[src/rtl/iwb_pkg.sv]
package iwb_pkg;

  localparam int ERR_EN_BIT = 15;

  typedef enum logic [1:0] {
    KIND_ADDR = 2'd0,
    KIND_DATA = 2'd1,
    KIND_CTRL = 2'd2,
    KIND_NONE = 2'd3
  } reg_kind_e;

  typedef enum logic [1:0] {
    ARM_NONE = 2'd0,
    ARM_HALF = 2'd1,
    ARM_FULL = 2'd2
  } arm_e;

  // word index inside a channel window picks the register kind
  function automatic reg_kind_e word_kind(input logic [1:0] word);
    case (word)
      2'd0:    return KIND_ADDR;
      2'd1:    return KIND_DATA;
      2'd2:    return KIND_CTRL;
      default: return KIND_NONE;
    endcase
  endfunction

  // each address-latch write advances arming by one step, saturating
  function automatic arm_e arm_step(input arm_e cur);
    case (cur)
      ARM_NONE: return ARM_HALF;
      default:  return ARM_FULL;
    endcase
  endfunction

endpackage

[src/rtl/iwb_decode.sv]
module iwb_decode
  import iwb_pkg::*;
#(
  parameter int NCH    = 2,
  parameter int HOST_AW = 5
) (
  input  logic               req,
  input  logic [HOST_AW-1:0] addr,
  output logic [NCH-1:0]     ch_sel,
  output reg_kind_e          kind
);
  localparam int CH_LSB = 4;
  localparam int CH_W   = (NCH > 1) ? $clog2(NCH) : 1;

  logic [CH_W-1:0] ch_idx;

  always_comb begin
    ch_idx = CH_W'(addr >> CH_LSB);
    kind   = word_kind(addr[3:2]);
  end

  for (genvar c = 0; c < NCH; c++) begin : g_sel
    assign ch_sel[c] = req && (ch_idx == CH_W'(c));
  end
endmodule

[src/rtl/iwb_chan.sv]
module iwb_chan
  import iwb_pkg::*;
#(
  parameter int DATA_W  = 32,
  parameter int IADDR_W = 16
) (
  input  logic               clk,
  input  logic               rst_n,
  input  logic               sel,
  input  logic               wr,
  input  reg_kind_e          kind,
  input  logic [DATA_W-1:0]  wdata,
  output logic [DATA_W-1:0]  rsp_data,
  output logic               rsp_err,
  output logic [IADDR_W-1:0] int_addr,
  output logic [DATA_W-1:0]  int_wdata,
  output logic               int_we,
  output logic               int_re,
  input  logic [DATA_W-1:0]  int_rdata
);
  arm_e               arm;
  logic               rd_pend;
  logic [IADDR_W-1:0] lat_addr;
  logic [DATA_W-1:0]  hold;
  logic               err_en;

  // named internal events
  logic is_aw, is_ar, is_dw, is_dr, is_cw, is_cr;
  logic armed, bad, second_rd;

  always_comb begin
    is_aw     = sel &&  wr && (kind == KIND_ADDR);
    is_ar     = sel && !wr && (kind == KIND_ADDR);
    is_dw     = sel &&  wr && (kind == KIND_DATA);
    is_dr     = sel && !wr && (kind == KIND_DATA);
    is_cw     = sel &&  wr && (kind == KIND_CTRL);
    is_cr     = sel && !wr && (kind == KIND_CTRL);
    armed     = (arm == ARM_FULL);
    bad       = (is_dw || is_dr) && !armed;
    int_we    = is_dw && armed;
    int_re    = is_dr && armed && !rd_pend;
    second_rd = is_dr && armed && rd_pend;
    rsp_err   = bad && err_en;
    int_addr  = lat_addr;
    int_wdata = wdata;
    rsp_data  = '0;
    if (is_ar)
      rsp_data = DATA_W'(lat_addr);
    else if (is_cr)
      rsp_data[ERR_EN_BIT] = err_en;
    else if (is_dr && armed)
      rsp_data = hold;
  end

  always_ff @(posedge clk) begin
    if (!rst_n) begin
      arm      <= ARM_NONE;
      rd_pend  <= 1'b0;
      lat_addr <= '0;
      hold     <= '0;
      err_en   <= 1'b0;
    end else begin
      if (is_aw) begin
        lat_addr <= wdata[IADDR_W-1:0];
        arm      <= arm_step(arm);
        rd_pend  <= 1'b0;
      end else if (int_re) begin
        hold    <= int_rdata;
        rd_pend <= 1'b1;
      end else if (int_we || second_rd || bad) begin
        arm     <= ARM_NONE;
        rd_pend <= 1'b0;
      end
      if (is_cw)
        err_en <= wdata[ERR_EN_BIT];
    end
  end


  arm_from_addr_chk: assert property (@(posedge clk) disable iff (!rst_n)
    $rose(armed) |-> $past(is_aw));


  pend_needs_arm_chk: assert property (@(posedge clk) disable iff (!rst_n)
    rd_pend |-> armed);


  fetch_pends_chk: assert property (@(posedge clk) disable iff (!rst_n)
    int_re |=> (rd_pend && armed));


  write_disarms_chk: assert property (@(posedge clk) disable iff (!rst_n)
    int_we |=> !armed);


  err_disarms_chk: assert property (@(posedge clk) disable iff (!rst_n)
    rsp_err |=> (arm == ARM_NONE));
endmodule

[src/rtl/iwb_top.sv]
module iwb_top
  import iwb_pkg::*;
#(
  parameter int DATA_W  = 32,
  parameter int IADDR_W = 16,
  parameter int HOST_AW = 5
) (
  input  logic               clk,
  input  logic               rst_n,
  input  logic               host_req,
  input  logic               host_wr,
  input  logic [HOST_AW-1:0] host_addr,
  input  logic [DATA_W-1:0]  host_wdata,
  output logic               host_rsp,
  output logic [DATA_W-1:0]  host_rdata,
  output logic               host_err,
  output logic [IADDR_W-1:0] a_addr,
  output logic [DATA_W-1:0]  a_wdata,
  output logic               a_we,
  output logic               a_re,
  input  logic [DATA_W-1:0]  a_rdata,
  output logic [IADDR_W-1:0] b_addr,
  output logic [DATA_W-1:0]  b_wdata,
  output logic               b_we,
  output logic               b_re,
  input  logic [DATA_W-1:0]  b_rdata
);
  localparam int NCH = 2;

  logic [NCH-1:0]              ch_sel;
  reg_kind_e                   kind;
  logic [NCH-1:0][DATA_W-1:0]  ch_rsp_data;
  logic [NCH-1:0]              ch_rsp_err;
  logic [NCH-1:0][IADDR_W-1:0] ch_addr;
  logic [NCH-1:0][DATA_W-1:0]  ch_wdata;
  logic [NCH-1:0]              ch_we;
  logic [NCH-1:0]              ch_re;
  logic [NCH-1:0][DATA_W-1:0]  ch_rdata;
  logic [DATA_W-1:0]           rsp_data_mux;
  logic                        rsp_err_mux;

  iwb_decode #(.NCH(NCH), .HOST_AW(HOST_AW)) u_dec (
    .req    (host_req),
    .addr   (host_addr),
    .ch_sel (ch_sel),
    .kind   (kind)
  );

  assign ch_rdata[0] = a_rdata;
  assign ch_rdata[1] = b_rdata;

  for (genvar c = 0; c < NCH; c++) begin : g_ch
    iwb_chan #(.DATA_W(DATA_W), .IADDR_W(IADDR_W)) u_chan (
      .clk       (clk),
      .rst_n     (rst_n),
      .sel       (ch_sel[c]),
      .wr        (host_wr),
      .kind      (kind),
      .wdata     (host_wdata),
      .rsp_data  (ch_rsp_data[c]),
      .rsp_err   (ch_rsp_err[c]),
      .int_addr  (ch_addr[c]),
      .int_wdata (ch_wdata[c]),
      .int_we    (ch_we[c]),
      .int_re    (ch_re[c]),
      .int_rdata (ch_rdata[c])
    );
  end

  assign a_addr  = ch_addr[0];
  assign a_wdata = ch_wdata[0];
  assign a_we    = ch_we[0];
  assign a_re    = ch_re[0];
  assign b_addr  = ch_addr[1];
  assign b_wdata = ch_wdata[1];
  assign b_we    = ch_we[1];
  assign b_re    = ch_re[1];

  // unselected channels drive zero, so an OR merges the responses
  always_comb begin
    rsp_data_mux = '0;
    rsp_err_mux  = 1'b0;
    for (int c = 0; c < NCH; c++) begin
      rsp_data_mux = rsp_data_mux | ch_rsp_data[c];
      rsp_err_mux  = rsp_err_mux  | ch_rsp_err[c];
    end
  end

  always_ff @(posedge clk) begin
    if (!rst_n) begin
      host_rsp   <= 1'b0;
      host_rdata <= '0;
      host_err   <= 1'b0;
    end else begin
      host_rsp   <= host_req;
      host_rdata <= host_req ? rsp_data_mux : '0;
      host_err   <= host_req && rsp_err_mux;
    end
  end


  rsp_follows_req_chk: assert property (@(posedge clk) disable iff (!rst_n)
    host_req |=> host_rsp);


  err_with_rsp_chk: assert property (@(posedge clk) disable iff (!rst_n)
    host_err |-> host_rsp);
endmodule

[config.mk]
export PLATFORM = sky130hd
export DESIGN_NAME = iwb_top
export DESIGN_NICKNAME = d
export VERILOG_FILES = /design/src/rtl/iwb_pkg.sv /design/src/rtl/iwb_decode.sv /design/src/rtl/iwb_chan.sv /design/src/rtl/iwb_top.sv
export SDC_FILE = /design/constraint.sdc
export NUM_CORES = 1
export LEC_CHECK = 0
export BUFFER_PORTS_ARGS = -buffer_cell sky130_fd_sc_hd__buf_2
export CAP_MARGIN = 20
export CELL_PAD_IN_SITES_DETAIL_PLACEMENT = 0
export CELL_PAD_IN_SITES_GLOBAL_PLACEMENT = 1
export CORE_ASPECT_RATIO = 1.5
export CORE_UTILIZATION = 40
export CTS_BUF_LIST = sky130_fd_sc_hd__clkbuf_4 sky130_fd_sc_hd__clkbuf_8
export DETAILED_ROUTE_END_ITERATION = 12
export HOLD_SLACK_MARGIN = 0.06
export PLACE_DENSITY = 0.92
export REMOVE_ABC_BUFFERS = 1
export SETUP_SLACK_MARGIN = 0.15
export SYNTH_ARGS = -nofsm -noshare
export SYNTH_HDL_FRONTEND = slang
export SYNTH_HIERARCHICAL = 1
export SYNTH_SLANG_ARGS = --single-unit
[constraint.sdc]
create_clock -name clk -period 2.3 [get_ports clk]
set_input_delay 0.115 -clock clk [delete_from_list [all_inputs] [get_ports clk]]
set_output_delay 0.115 -clock clk [all_outputs]
set_load 0.005 [all_outputs]
==> impl_results.md, run 1 <==
- Worst setup path startpoint: host_req
- Post-route minimum period: ~2100 ps
- Initial core utilization: 41.0%
- Fin. Hold Viols: 0
- Worst Hold Class: in2reg
- Critical Path AT: about 2400 ps
- Critical path type: in2reg
- Setup Skew: 9.45 ps
- Most common cell after layout, fill and taps aside: nand2_1
- Global-route usage over all layers: between 20 and 25%
- Part of the cycle the worst path needs: 89.3%
- Largest net degree at the start of global routing: between 60 and 70
- Remaining antenna violation count after routing: 0
- Wire per inst: 16.7 µm
- # setup viols final: 0
- Die Y: 157 µm
- Tot Pwr: 4.99 mW
- WL final: between 15000 and 20000 µm
- Diodes inserted: 0
- TritonCTS clock tree: built
- Core area: 0.0156 mm²
- Worst-Margin Slew: 906 ps
- Number of vias per cell: a little under 5
- Leakage power: 3.92 nW
- Port Buffers: 188
- Clock root buffer: clkbuf_8
- Worst reg2reg path startpoint: g_ch[1].u_chan/arm[1]
- Drt drc: 0
- Setup crit start kind: primary input
- Syn Inst Count: 696
- Required @ worst endpoint: 2680 ps
- First-pass GRT wire length: 27800 µm
- Antenna violations before repair: 0
- Yosys reg bits: 138
- Vias in the first global route: 5191
- Gpl congestion: 0.779
- Post-layout nets: around 1000
- RSZ-0062 raised after global routing: true
- Reg-to-reg slack, setup: 430 ps
- Cell Area, Synth: 0.00641 mm²
- DIE AREA: 0.0166 mm²
- Layout cells sized above 1: 27.9%
- Detailed placement HPWL: 11700 µm
- Most frequent cells in the layout: nand2_1 (196), buf_2 (187), dfxtp_1 (138)
- Clk sink count: approximately 140
- Max-Cap Viols: 0
- Pwr dens: ~600 mW/mm²
- Critical Path Fanout Max: 9
- Crit. End Element: flip-flop
- Slew Viols, Final: 0
- Status: completed
- Fin Setup TNS: 0 ps
- H-tree depth: 4
- Maximum vdd drop: 358 µV
- CTS Buf Count: 17
- Post-synth cell types: 31
- Rows: 56
- Vias post-DR: around 5500
- Syn avg cell area: 9.22 µm²
- Post-synthesis sequential area ratio: a little over two fifths
- DRT iter0 DRCs: between 150 and 200
- Fin util: 53.2%
- Latest clock arrival within the worst-skew pair: 440 ps
- Clk buf depth: 2
- Clock-pin slew on the worst setup and hold paths: 70 ps
- HP Start: rst_n
- Fmax: 0.487 GHz
- Hold_ws: 109 ps
- Die width: 105 µm
- Yosys warns: 6
- GR Overflow Total: 0
- Ports: 239
- Total iterations of the first detailed-routing run: 5
- Slew headroom: roughly 40%
- Area Overhead vs Synth: 29.6%
where the power goes:
group	internal [mW]	switching, mW
sequential	2.40	0.00706
clock	1.23	0.940
combinational	0.224	0.197
cell usage after synthesis (all sizes together):
master	count	area share (%)
o21ai	4	0.31
and2	36	3.6
and3	2	0.20
nor4bb	4	0.62
nand3b	2	0.23
nand4b	2	0.27
nand4	2	0.20
inv	2	0.12
nor3	6	0.98
buf	88	11
and2b	1	0.14
a22o	30	4.1
o211a	35	5.5
a2bb2oi	2	0.27
a21boi	34	4.0
nor2	8	0.47
nand3	2	0.16
clkbuf	26	1.5
nand2	196	11
nand2b	2	0.20
mux2i	68	11
dfxtp	138	43
nand4bb	4	1.2
nor2b	2	0.20
layout make-up:
type | count | area [µm²]
Clock buffer | 19 | 262
Fill cell | 1448 | 7310
Clock inverter | 13 | 174
Inverter | 2 | 7.51
Sequential cell | 138 | 2760
Tap cell | 203 | 254
Multi-Input combinational cell | 442 | 2910
Timing Repair Buffer | 288 | 1940
registers in the layout, summed over array words and instances (netlist names):
name,flops
g_ch.u_chan/hold,64
g_ch.u_chan/rd_pend,2
g_ch.u_chan/int_addr,32
g_ch.u_chan/err_en,2
host_err,1
host_rdata,32
host_rsp,1
g_ch.u_chan/arm,4
critical path, cell delays in order:
cell           delay, ps
dlygate4sd3_1        560
buf_2                170
and2_2               210
nand2b_1             180
nor3_2               550
buf_4                320
a22o_1               160
o211a_1              150
cell families after synthesis:
logic type      count (synthesis)  synth area share [%]
mux                            68                  10.6
buf+inv                       116                  12.3
simple gates                  269                  19.9
compound gates                105                  14.1
flops                         138                  43.1
layer usage:
layer | global-route usage [%] | vias to the layer above | wire (µm)
met5 | 3.73 | - | 75
met4 | 9.32 | 2 | 402
met3 | 8.99 | 36 | 1430
met2 | 37.5 | 200 | 9000
met1 | 25.0 | 2590 | 7550
li1 | - | 2665 | -
path summary, 6_finish.rpt:
check / endpoint / cells past startpoint
max: host_rdata[14] / 8
min: host_rdata[27] / 2
max reg2reg: host_rdata[14] / 4
min reg2reg: g_ch[0].u_chan/hold[16] / 2
metrics by stage:
stage	cell area, µm²	cells	worst slack [ps]
6_report	8310	1105	247
5_1_grt	8310	1105	138
4_1_cts	8300	1105	182
3_5_place_dp	7060	992	313
3_3_place_gp	7060	992	329
2_1_floorplan	5630	582	189
repair_timing:
| action | CTS | global route |
|---|---|---|
| gates resized for setup | 0 | 1 |
| buffers inserted | 0 | 0 |
| setup endpoints to repair | 0 | 11 |
| hold endpoints to repair | 100 | 0 |
| hold buffers | 81 | 0 |
Note: power is estimated with default switching activity, not from simulation.
==> inputs of run 2 (changes only) <==
--- a/config.mk
+++ b/config.mk
@@ -10,13 +10,14 @@
 export CELL_PAD_IN_SITES_DETAIL_PLACEMENT = 0
 export CELL_PAD_IN_SITES_GLOBAL_PLACEMENT = 1
 export CORE_ASPECT_RATIO = 1.5
-export CORE_UTILIZATION = 40
-export CTS_BUF_LIST = sky130_fd_sc_hd__clkbuf_4 sky130_fd_sc_hd__clkbuf_8
+export CORE_UTILIZATION = 39
+export CTS_BUF_LIST = sky130_fd_sc_hd__clkbuf_8 sky130_fd_sc_hd__clkbuf_16
 export DETAILED_ROUTE_END_ITERATION = 12
 export HOLD_SLACK_MARGIN = 0.06
-export PLACE_DENSITY = 0.92
+export PLACE_DENSITY = 0.9
 export REMOVE_ABC_BUFFERS = 1
 export SETUP_SLACK_MARGIN = 0.15
+export SLEW_MARGIN = 20
 export SYNTH_ARGS = -nofsm -noshare
 export SYNTH_HDL_FRONTEND = slang
 export SYNTH_HIERARCHICAL = 1
==> run 2 against run 1 <==
Compared with the run above: cell count grew 0.54%; register-to-register slack improved by 80 ps; flip-flop and latch count stayed put; clock skew increased by 4.5 ps; fmax increased by 5.7%; wire length decreased by 1.6%; sequential share of layout area is 0.86 points lower; utilization decreased by 0.25 points; critical path type is now reg2out; largest power group is now the clock network.
==> impl_results.md, run 2 (same netlist as run 1, synthesis figures left out) <==
- Wire per inst: 16.3 µm (-2.2%)
- Largest net degree at the start of global routing: 69 (+9.5%)
- Leakage power: 4.03 nW (+2.8%)
- Critical path type: reg2out
- Remaining antenna violation count after routing: 0 (unchanged)
- Core area: 0.0161 mm² (+3.2%)
- Most common cell after layout, fill and taps aside: nand2_1
- Worst-Margin Slew: 872 ps (-33.4 ps)
- Die width: 107 µm (+1.2%)
- Latest clock arrival within the worst-skew pair: 410 ps (-30 ps)
- Maximum vdd drop: 518 µV (+44%)
- Clk buf depth: 2 (unchanged)
- Post-route minimum period: 1940 ps (-111 ps)
- Slew Viols, Final: 0 (unchanged)
- CP delay by family, top: simple AND/OR/NAND/NOR gates
- Fin util: 52.9% (-0.25 points)
- TritonCTS clock tree: built
- Multi-input logic area: 0.00291 mm² (-0.21%)
- RSZ-0062 raised after global routing: false
- Status: completed
- Placement-stage cell area: 0.00710 mm² (+0.59%)
- First-pass GRT wire length: 27800 µm (about the same)
- Fin Setup TNS: 0 ps (unchanged)
- FF-to-FF End: host_rdata[0]
- Post-route setup slack: 358 ps (+111 ps)
- Rows: 57 (+1.8%)
- Layout cells sized above 1: 28.1% (+0.16 points)
- DRT iter0 DRCs: 326 (+75%)
- Vias post-DR: 5382 (-2.0%)
- Max reg flops: 64 (unchanged)
- CP Capture Point: a_re
- Required @ worst endpoint: 2180 ps (-500 ps)
- Most frequent cells in the layout: nand2_1 (196), buf_2 (187), dfxtp_1 (138)
- Crit path cell chain: nand4bb_4 -> nor3_4 -> buf_12 -> buf_2
- Worst reg2reg path startpoint: g_ch[0].u_chan/arm[0]
- Drt drc: 0 (unchanged)
- GR Overflow Total: 0 (unchanged)
- Fillers: 1519 (+4.9%)
- Critical Path Fanout Max: 32 (+23)
- R2R depth: 4 (unchanged)
- CP max-delay cell: dfxtp_1
- Reg-to-reg slack, setup: 510 ps (+80 ps)
- Clk sink count: 138 (unchanged)
- Number of vias per cell: 4.84 (-2.5%)
- Fmax: 0.515 GHz (+5.7%)
- Initial core utilization: 39.8% (-1.3 points)
- Worst Hold Class: in2reg
- Post-CTS Hold Buffers: 80 (-1.2%)
- Port Buffers: 188 (unchanged)
- Area Overhead vs Synth: 33.0%
- Pre-CTS setup slack: 367 ps (+53.5 ps)
- Slew headroom: 41.7% (+2.2 points)
- # setup viols final: 0 (unchanged)
- WL final: 18200 µm (-1.6%)
- Most flops, register: g_ch.u_chan/hold
- Max-Cap Viols: 0 (unchanged)
- DIE AREA: 0.0170 mm² (+2.5%)
- Setup Skew: 14.0 ps (+4.54 ps)
- Pwr dens: 675 mW/mm² (+12%)
- Post-CTS Setup Bufs: 0 (unchanged)
- Setup crit start kind: flip-flop
- H-tree depth: 4 (unchanged)
- Fin. Hold Viols: 0 (unchanged)
- Crit. End Element: output pin
- Vias in the first global route: 5288 (+1.9%)
- Global-route usage over all layers: 21.4% (-1.0 points)
- Antenna violations before repair: 0 (unchanged)
- CTS Buf Count: 17 (unchanged)
- Total iterations of the first detailed-routing run: 6 (+1)
- Buf/Inv on CP: 2 (-1)
- Post-CTS Resized: 0 (unchanged)
- Gpl congestion: 0.782 (+0.42%)
- Reg area: 0.00276 mm² (unchanged)
- Die Y: 159 µm (+1.3%)
- Detailed placement HPWL: 11700 µm (-0.24%)
- Clock root buffer: clkbuf_16
- Critical Path AT: 1830 ps (-610 ps)
- Clock-pin slew on the worst setup and hold paths: 60 ps (about the same)
- Post-layout nets: 998 (+0.40%)
- Worst setup path startpoint: g_ch[0].u_chan/arm[0]
- Max incr delay on CP: 360 ps (-200 ps)
- Cell depth of the worst setup path: 4 (-4)
- Post-route cell area: 0.00853 mm² (+2.7%)
- Ports: 239 (unchanged)
- Part of the cycle the worst path needs: 84.4% (-4.8 points)
[run 2: cell count changes in the layout (fill, tap and decap cells not counted), sizes merged]
cell,change
clkbuf,-2
inv,+1
buf,+5
diode,+1
dlygate4sd3,-1
bufinv,+1
clkinvlp,-2
[run 2: metal layers]
metal  vias to the layer above  track usage [%]  part of all wire [%]
li1                       2673                -                     -
met1                      2507             25.0                    43
met2                       176             35.9                    49
met3                        24             6.55                   5.6
met4                         2             8.47                   2.3
met5                         -             2.98                  0.36
[run 2: area by class of cell]
cell class / instances / share of cell area [%]
clock buffers: 17 / 4.99
diodes: 1 / 0.0293
inverters: 2 / 0.0880
multi-input cells: 442 / 34.1
well taps: 206 / 3.02
flip-flops and latches: 138 / 32.4
clock inverters: 13 / 2.39
repair buffers: 292 / 23.0
[run 2: where the power goes]
group          internal, mW  switching [mW]
Combinational         0.227           0.192
Clock                  1.91            1.02
Sequential             2.40         0.00770
[run 2: per-stage QoR]
step	hold slack, ps	power (mW)	instances
5_1_grt	126	5.95	1110
3_3_place_gp	230	2.77	1000
3_5_place_dp	230	2.77	1000
6_report	125	5.76	1111
2_1_floorplan	230	2.53	582
4_1_cts	107	5.81	1110
[run 2: worst min-delay path by stage]
| stage | start | slack, ps | cells past startpoint | endpoint |
|---|---|---|---|---|
| after detailed placement | host_wdata[16] | 230 | 0 | b_wdata[16] |
| after global routing | rst_n | 130 | 2 | host_rdata[22] |
| after global placement | host_wdata[16] | 230 | 0 | b_wdata[16] |
| after CTS | rst_n | 110 | 2 | host_rdata[23] |
| after floorplan | host_wdata[0] | 230 | 0 | a_wdata[0] |
| final | rst_n | 120 | 2 | host_rdata[23] |
